**src/rtl/zero_count_pkg.sv**
```systemverilog
package zero_count_pkg;

  typedef enum logic {
    SCAN_TRAILING = 1'b0,
    SCAN_LEADING  = 1'b1
  } scan_mode_e;

  // Number of bits needed to hold a position inside a word of width w.
  function automatic int unsigned pos_width(input int unsigned w);
    return (w > 1) ? $clog2(w) : 1;
  endfunction

endpackage

```
**src/rtl/zc_orient.sv**
```systemverilog
// Passes the word through unchanged, or mirrors it end to end for leading scans.
module zc_orient
  import zero_count_pkg::*;
#(
  parameter int unsigned WIDTH = 32
) (
  input  logic [WIDTH-1:0] word_i,
  input  scan_mode_e       mode_i,
  output logic [WIDTH-1:0] word_o
);

  logic [WIDTH-1:0] mirrored;

  for (genvar b = 0; b < WIDTH; b++) begin : g_mirror
    assign mirrored[b] = word_i[WIDTH-1-b];
  end

  always_comb begin
    word_o = (mode_i == SCAN_LEADING) ? mirrored : word_i;
  end

endmodule

```
**src/rtl/zc_isolate.sv**
```systemverilog
// Keeps only the lowest set bit: x & (-x).
module zc_isolate #(
  parameter int unsigned WIDTH = 32
) (
  input  logic [WIDTH-1:0] word_i,
  output logic [WIDTH-1:0] lowest_o
);

  logic [WIDTH-1:0] negated;

  always_comb begin
    negated  = ~word_i + WIDTH'(1);
    lowest_o = word_i & negated;
  end

endmodule

```
**src/rtl/zc_or_reduce.sv**
```systemverilog
// ORs a set of equal-width words into one.
module zc_or_reduce #(
  parameter int unsigned COUNT = 32,
  parameter int unsigned W     = 5
) (
  input  logic [COUNT-1:0][W-1:0] words_i,
  output logic [W-1:0]            merged_o
);

  always_comb begin
    merged_o = '0;
    for (int unsigned n = 0; n < COUNT; n++) begin
      merged_o = merged_o | words_i[n];
    end
  end

endmodule

```
**src/rtl/zc_onehot_index.sv**
```systemverilog
// Encodes a word with at most one set bit into that bit's position.
// Each bit gates its own position constant, and the gated terms are ORed.
module zc_onehot_index #(
  parameter int unsigned WIDTH = 32,
  parameter int unsigned POSW  = 5
) (
  input  logic [WIDTH-1:0] onehot_i,
  output logic [POSW-1:0]  index_o
);

  logic [WIDTH-1:0][POSW-1:0] gated;

  for (genvar g = 0; g < WIDTH; g++) begin : g_term
    localparam logic [POSW-1:0] POS_CONST = POSW'(g);
    assign gated[g] = {POSW{onehot_i[g]}} & POS_CONST;
  end

  zc_or_reduce #(
    .COUNT (WIDTH),
    .W     (POSW)
  ) u_merge (
    .words_i  (gated),
    .merged_o (index_o)
  );

endmodule

```
**src/rtl/zero_count_unit.sv**
```systemverilog
module zero_count_unit
  import zero_count_pkg::*;
#(
  parameter int unsigned WIDTH = 32
) (
  input  logic [WIDTH-1:0] data_i,
  input  logic             mode_i,
  output logic [WIDTH-1:0] count_o,
  output logic             undef_o
);

  localparam int unsigned POSW = pos_width(WIDTH);

  scan_mode_e       scan_mode;
  logic [WIDTH-1:0] oriented;
  logic [WIDTH-1:0] lowest;
  logic [POSW-1:0]  position;

  assign scan_mode = scan_mode_e'(mode_i);

  zc_orient #(.WIDTH(WIDTH)) u_orient (
    .word_i (data_i),
    .mode_i (scan_mode),
    .word_o (oriented)
  );

  zc_isolate #(.WIDTH(WIDTH)) u_isolate (
    .word_i   (oriented),
    .lowest_o (lowest)
  );

  zc_onehot_index #(.WIDTH(WIDTH), .POSW(POSW)) u_index (
    .onehot_i (lowest),
    .index_o  (position)
  );

  if (WIDTH > POSW) begin : g_pad
    assign count_o = {{(WIDTH-POSW){1'b0}}, position};
  end else begin : g_nopad
    assign count_o = position[WIDTH-1:0];
  end

  assign undef_o = ~|data_i;

endmodule

```
**config.mk**
```make
export PLATFORM = sky130hd
export DESIGN_NAME = zero_count_unit
export DESIGN_NICKNAME = d
export VERILOG_FILES = /design/src/rtl/zero_count_pkg.sv /design/src/rtl/zc_orient.sv /design/src/rtl/zc_isolate.sv /design/src/rtl/zc_or_reduce.sv /design/src/rtl/zc_onehot_index.sv /design/src/rtl/zero_count_unit.sv
export SDC_FILE = /design/constraint.sdc
export NUM_CORES = 1
export LEC_CHECK = 0
export ABC_CLOCK_PERIOD_IN_PS = 5500
export BUFFER_PORTS_ARGS = -buffer_cell sky130_fd_sc_hd__buf_2
export CAP_MARGIN = 15
export CORE_MARGIN = 3
export CORE_UTILIZATION = 54
export DETAILED_ROUTE_END_ITERATION = 8
export GPL_TIMING_DRIVEN = 0
export PLACE_DENSITY = 0.95
export SLEW_MARGIN = 10
export SYNTH_ARGS = -nofsm -noshare
export SYNTH_HDL_FRONTEND = slang
export SYNTH_SLANG_ARGS = --single-unit
```
**constraint.sdc**
```tcl
create_clock -name vclk -period 5.5
set_input_delay 0.55 -clock vclk [all_inputs]
set_output_delay 0.55 -clock vclk [all_outputs]
set_load 0.01 [all_outputs]
```
Yosys cells after proc, flatten, opt, wreduce, memory -nomap -nowiden
Cells that the tools add are included.

Mux-type cells: 1. Bitwise gates (word level): 32. Add/subtract/negate cells: 1. Reductions and logical operators: 2.

Operators by type and width (number): 5-bit OR (15); 32-bit by 1-bit adder with 32-bit output (second input constant) (1); 32-bit bitwise AND (1); 32-bit two-way mux (1); 32-bit NOT (1); 32-bit OR reduction (1); 4-bit OR (7); 3-bit OR (3); 4-bit by 5-bit OR with 5-bit output (1); 3-bit by 4-bit OR with 4-bit output (1); 2-bit by 3-bit OR with 3-bit output (1); 1-bit by 2-bit OR with 2-bit output (1); 2-bit OR (1); 1-bit logical NOT (1).

Input port bits: 33. Register bits after elaboration: 0. Word-level logic and storage cells: 36. Output and inout port bits: 33.

Depth between registers and ports, before layout
Word-level depth: 34. Mapped depth: 9.

Cells and area by module
Synthesis repeated with hierarchy kept, for this count alone.

Cells, all modules: 208. Area total of the unflattened synthesis: 1654.1 µm².

Modules (own cells, without submodules): zc_orient (cells each 36, area an instance 544.3 µm², times used 1); zc_isolate (cells each 77, area an instance 451.7 µm², times used 1); zc_or_reduce (cells each 55, area an instance 375.4 µm², times used 1); zero_count_unit (cells each 39, area an instance 279.0 µm², times used 1); zc_onehot_index (cells each 1, area an instance 3.8 µm², times used 1).

Worst setup path after synthesis
OpenSTA, ideal clock, no wires.

Path type: input port to output port. From: input port data_i[25]. To: output port count_o[3]. Cell stages on the path: 7. Slack: 2.729 ns. Path buffers: 1. Arrival: 2.221 ns. Path through: clkbuf_2 nor4b_2 a31oi_4 o221ai_1 or4_1 a22oi_1 or3b_1.

Longest elaborated chain between the ends: 28.

Ends and longest elaborated chain: start, declared (line zero_count_unit.sv:6) `input logic [WIDTH-1:0] data_i,`; 32-bit two-way mux * (line zc_orient.sv:19) `word_o = (mode_i == SCAN_LEADING) ? mirrored : word_i;`; 32-bit NOT (line zc_isolate.sv:12) `negated = ~word_i + WIDTH'(1);`; 32-bit by 1-bit adder with 32-bit output (line zc_isolate.sv:12); 32-bit bitwise AND * (line zc_isolate.sv:13) `lowest_o = word_i & negated;`; 3-bit by 4-bit OR with 4-bit output (line zc_or_reduce.sv:13) `merged_o = merged_o | words_i[n];`; 4-bit OR (7 in series) (line zc_or_reduce.sv:13); 4-bit by 5-bit OR with 5-bit output (line zc_or_reduce.sv:13); 5-bit OR (14 in series) (line zc_or_reduce.sv:13); 5-bit OR * (line zc_or_reduce.sv:13); end, declared (line zero_count_unit.sv:8) `output logic [WIDTH-1:0] count_o,`.

Mark *: on every way between the ends. The rest lies on a longest branch, timed or not.

Final worst setup path
From: input port mode_i. To: output port count_o[3].

Longest elaborated chain between the ends: 28.

Ends and longest elaborated chain: start, declared (line zero_count_unit.sv:7) `input logic mode_i,`; 32-bit two-way mux * (line zc_orient.sv:19); 32-bit NOT (line zc_isolate.sv:12); 32-bit by 1-bit adder with 32-bit output (line zc_isolate.sv:12); 32-bit bitwise AND * (line zc_isolate.sv:13); 3-bit by 4-bit OR with 4-bit output (line zc_or_reduce.sv:13); 4-bit OR (7 in series) (line zc_or_reduce.sv:13); 4-bit by 5-bit OR with 5-bit output (line zc_or_reduce.sv:13); 5-bit OR (14 in series) (line zc_or_reduce.sv:13); 5-bit OR * (line zc_or_reduce.sv:13).

Marks and branches as above.

==> results.txt <==
----------------------------------------------------
[Outcome]
  Outcome ... finished, final reports clean

[Cells and area]
  Most frequent cells in the layout ... buf_2, buf_4, conb_1
  Post-layout utilization of the core ... 70.04%
  Synth-to-Final Area Change ... 21.31%
  # nets final ... 304
  Proportion of layout cells with a drive suffix above 1 ... 32.71%
  Non-Filler Instances ... 299
  FF+latch area ... 0 µm²
  Antenna Cells ... 0
  Layout sequential cell count ... 0
  Number of clock-tree buffers in the layout ... 0
  Commonest non-fill, non-tap cell in the layout ... buf_2

[Run]
  Max Cap Violations ... 0

[Clock tree]
  Hold Buf Count CTS ... 0
  Number of instances resized during post-cts repair ... 0
  Buffers inserted by post-CTS timing repair ... 0

[Critical path]
  Category of the critical setup timing path ... in -> out
  Crit path DAT ... 2690 ps
  Setup crit start kind ... input port
  Worst Path Required ... 4950 ps
  Critical path launch point ... mode_i
  Last element of the critical path ... count_o[3]
  Critical Path End Type ... output pin
  CP Max Fanout ... 10

[Die]
  Number of placement rows ... 18
  Count of boundary I/O pins ... 66
  Die boundary width ... 57.93 µm
  Initial cell density of the core ... 57.74%
  Core footprint ... 0.002522 mm²
  Die boundary height ... 57.93 µm
  Die footprint ... 0.003356 mm²

[STA]
  Min Tclk post-route ... 3242 ps
  Final setup viols ... 0
  Fin. max-slew vios ... 0
  Worst-Margin Slew ... 840.1 ps
  Setup_tns ... 0 ps
  Final clock period utilization by the worst path ... 58.95%
  RSZ-0062 raised after global routing ... no
  Highest achievable clock rate ... 0.3084 GHz
  Normalized max-slew margin ... 43.48%
  Count of endpoints failing hold in the final timing report ... 0

[Placement]
  Final HPWL DP ... 3768 µm
  Cells after DPL ... 299
  Number of buffer cells added on primary ports ... 35
  Final estimated routing congestion in global placement ... 1.008

[Detailed routing]
  Total DRC errors in the routed layout ... 0
  Drt wl/cell ... 15.94 µm
  Via Count ... 1881
  Number of nets still failing antenna checks after routing ... 0
  DR iter-0 viols ... 170
  Wire length after detailed routing ... 4765 µm
  Average via count per standard cell ... 6.291
  Pre-antenna DRT Iters ... 6

[Power and ir drop]
  LEAKAGE ... 0.0007985 µW
  Maximum vdd ir drop ... 0.05299 mV
  Power per unit of standard cell area ... 68.49 mW/mm²

[Worst hold path]
  Min-Delay Path Class ... in -> out

[Yosys]
  Seq/Total Area, Yosys ... 0%
  Number of instances in the synthesized netlist ... 208
  Library cell occupying the most area in the post-synthesis netlist ... buf_4
  Fraction of synthesized cell area taken by the top area cell type ... 13.92%
  Cell types occupying the most area after synthesis ... buf_4, mux2i_1, mux2_2
  Cell area after synthesis ... 0.001456 mm²
  Avg Inst Size Synth ... 7.002 µm²
  Number of distinct library cell variants in the gate-level netlist after synthesis ... 50
  YS warnings ... 0

[Global routing]
  Via count of the first global-routing pass ... 1581
  Maximum number of pins on one net before global-route repair ... 11
  Grt ovf ... 0
  Gr usage total ... 26.39%
  First-pass GRT wire length ... 7300 µm
  Initial antenna violation count ... 0

----------------------------------------------------
==> critical path, stage by stage <==
cell and delay [ps]:
buf_2 140, buf_6 150, buf_6 150, a31oi_4 170, o221ai_1 190, or4_1 570, a22oi_1 250, or3b_1 360
buf_2 150
==> cell families (layout without fill, tap and decap cells) <==
kind of cell / Yosys count / in the layout / share of synthesized area [%]
AO/OA/AOI/OAI: 56 / 56 / 28.52
buffers and inverters: 43 / 78 / 20.10
multiplexers: 17 / 17 / 12.97
other: 1 / 27 / 0.2575
AND/OR/NAND/NOR: 91 / 91 / 38.14
==> worst min-delay path by stage <==
stage | end | startpoint | cells after the start
floorplan | undef_o | data_i[0] | 1
global placement | undef_o | data_i[0] | 3
detailed placement | undef_o | data_i[0] | 3
CTS | undef_o | data_i[0] | 3
global route | undef_o | data_i[0] | 3
finish | undef_o | data_i[0] | 3
==> Yosys cell counts, drive strengths merged (2+ instances only) <==
cell type / n
buf: 35
nor2: 21
a21oi: 13
nor3: 13
nor4: 13
o21ai: 10
mux2: 9
nand2: 9
mux2i: 8
inv: 6
nor3b: 6
nor4b: 6
a22oi: 5
a32oi: 5
nand4: 5
o22ai: 4
nand3: 3
nand3b: 3
o221ai: 3
a211oi: 2
a2bb2oi: 2
and2: 2
clkbuf: 2
nand2b: 2
o31ai: 2
o32a: 2
o32ai: 2
or3b: 2
==> layout make-up <==
cell class	instances	area, µm²
Buffer	37	270.3
Inverter	6	22.52
Tap cell	30	37.54
Multi-Input combinational cell	191	1261
Timing Repair Buffer	35	175.2
Fill cell	237	755.7
==> stage by stage <==
step,total power [µW],cell area (µm²),hold slack (ps),setup WS (ps)
floorplan,78.99,1554,1153,2729
global placement,115.7,1767,1410,2309
detailed placement,116.7,1767,1406,2310
CTS,117.2,1767,1406,2294
global route,129.9,1767,1432,2164
finish,121.0,1767,1415,2258
==> report_power, final <==
| part | internal [µW] | leakage (µW) | switching (µW) |
|---|---|---|---|
| clock network | 0 | 0 | 0 |
| logic | 51.0 | 0.000798 | 70.0 |
| registers | 0 | 0 | 0 |
==> per-layer routing <==
| metal | global-route usage, % | vias up | wire, µm |
|---|---|---|---|
| met3 | 1.114 | 16 | 492 |
| met1 | 36.85 | 831 | 1957 |
| met2 | 44.35 | 148 | 2202 |
| met4 | 6.623 | 0 | 113 |
| li1 | - | 886 | - |
| met5 | 0 | - | 0 |
No activity file was read; power rests on OpenSTA's default activity.
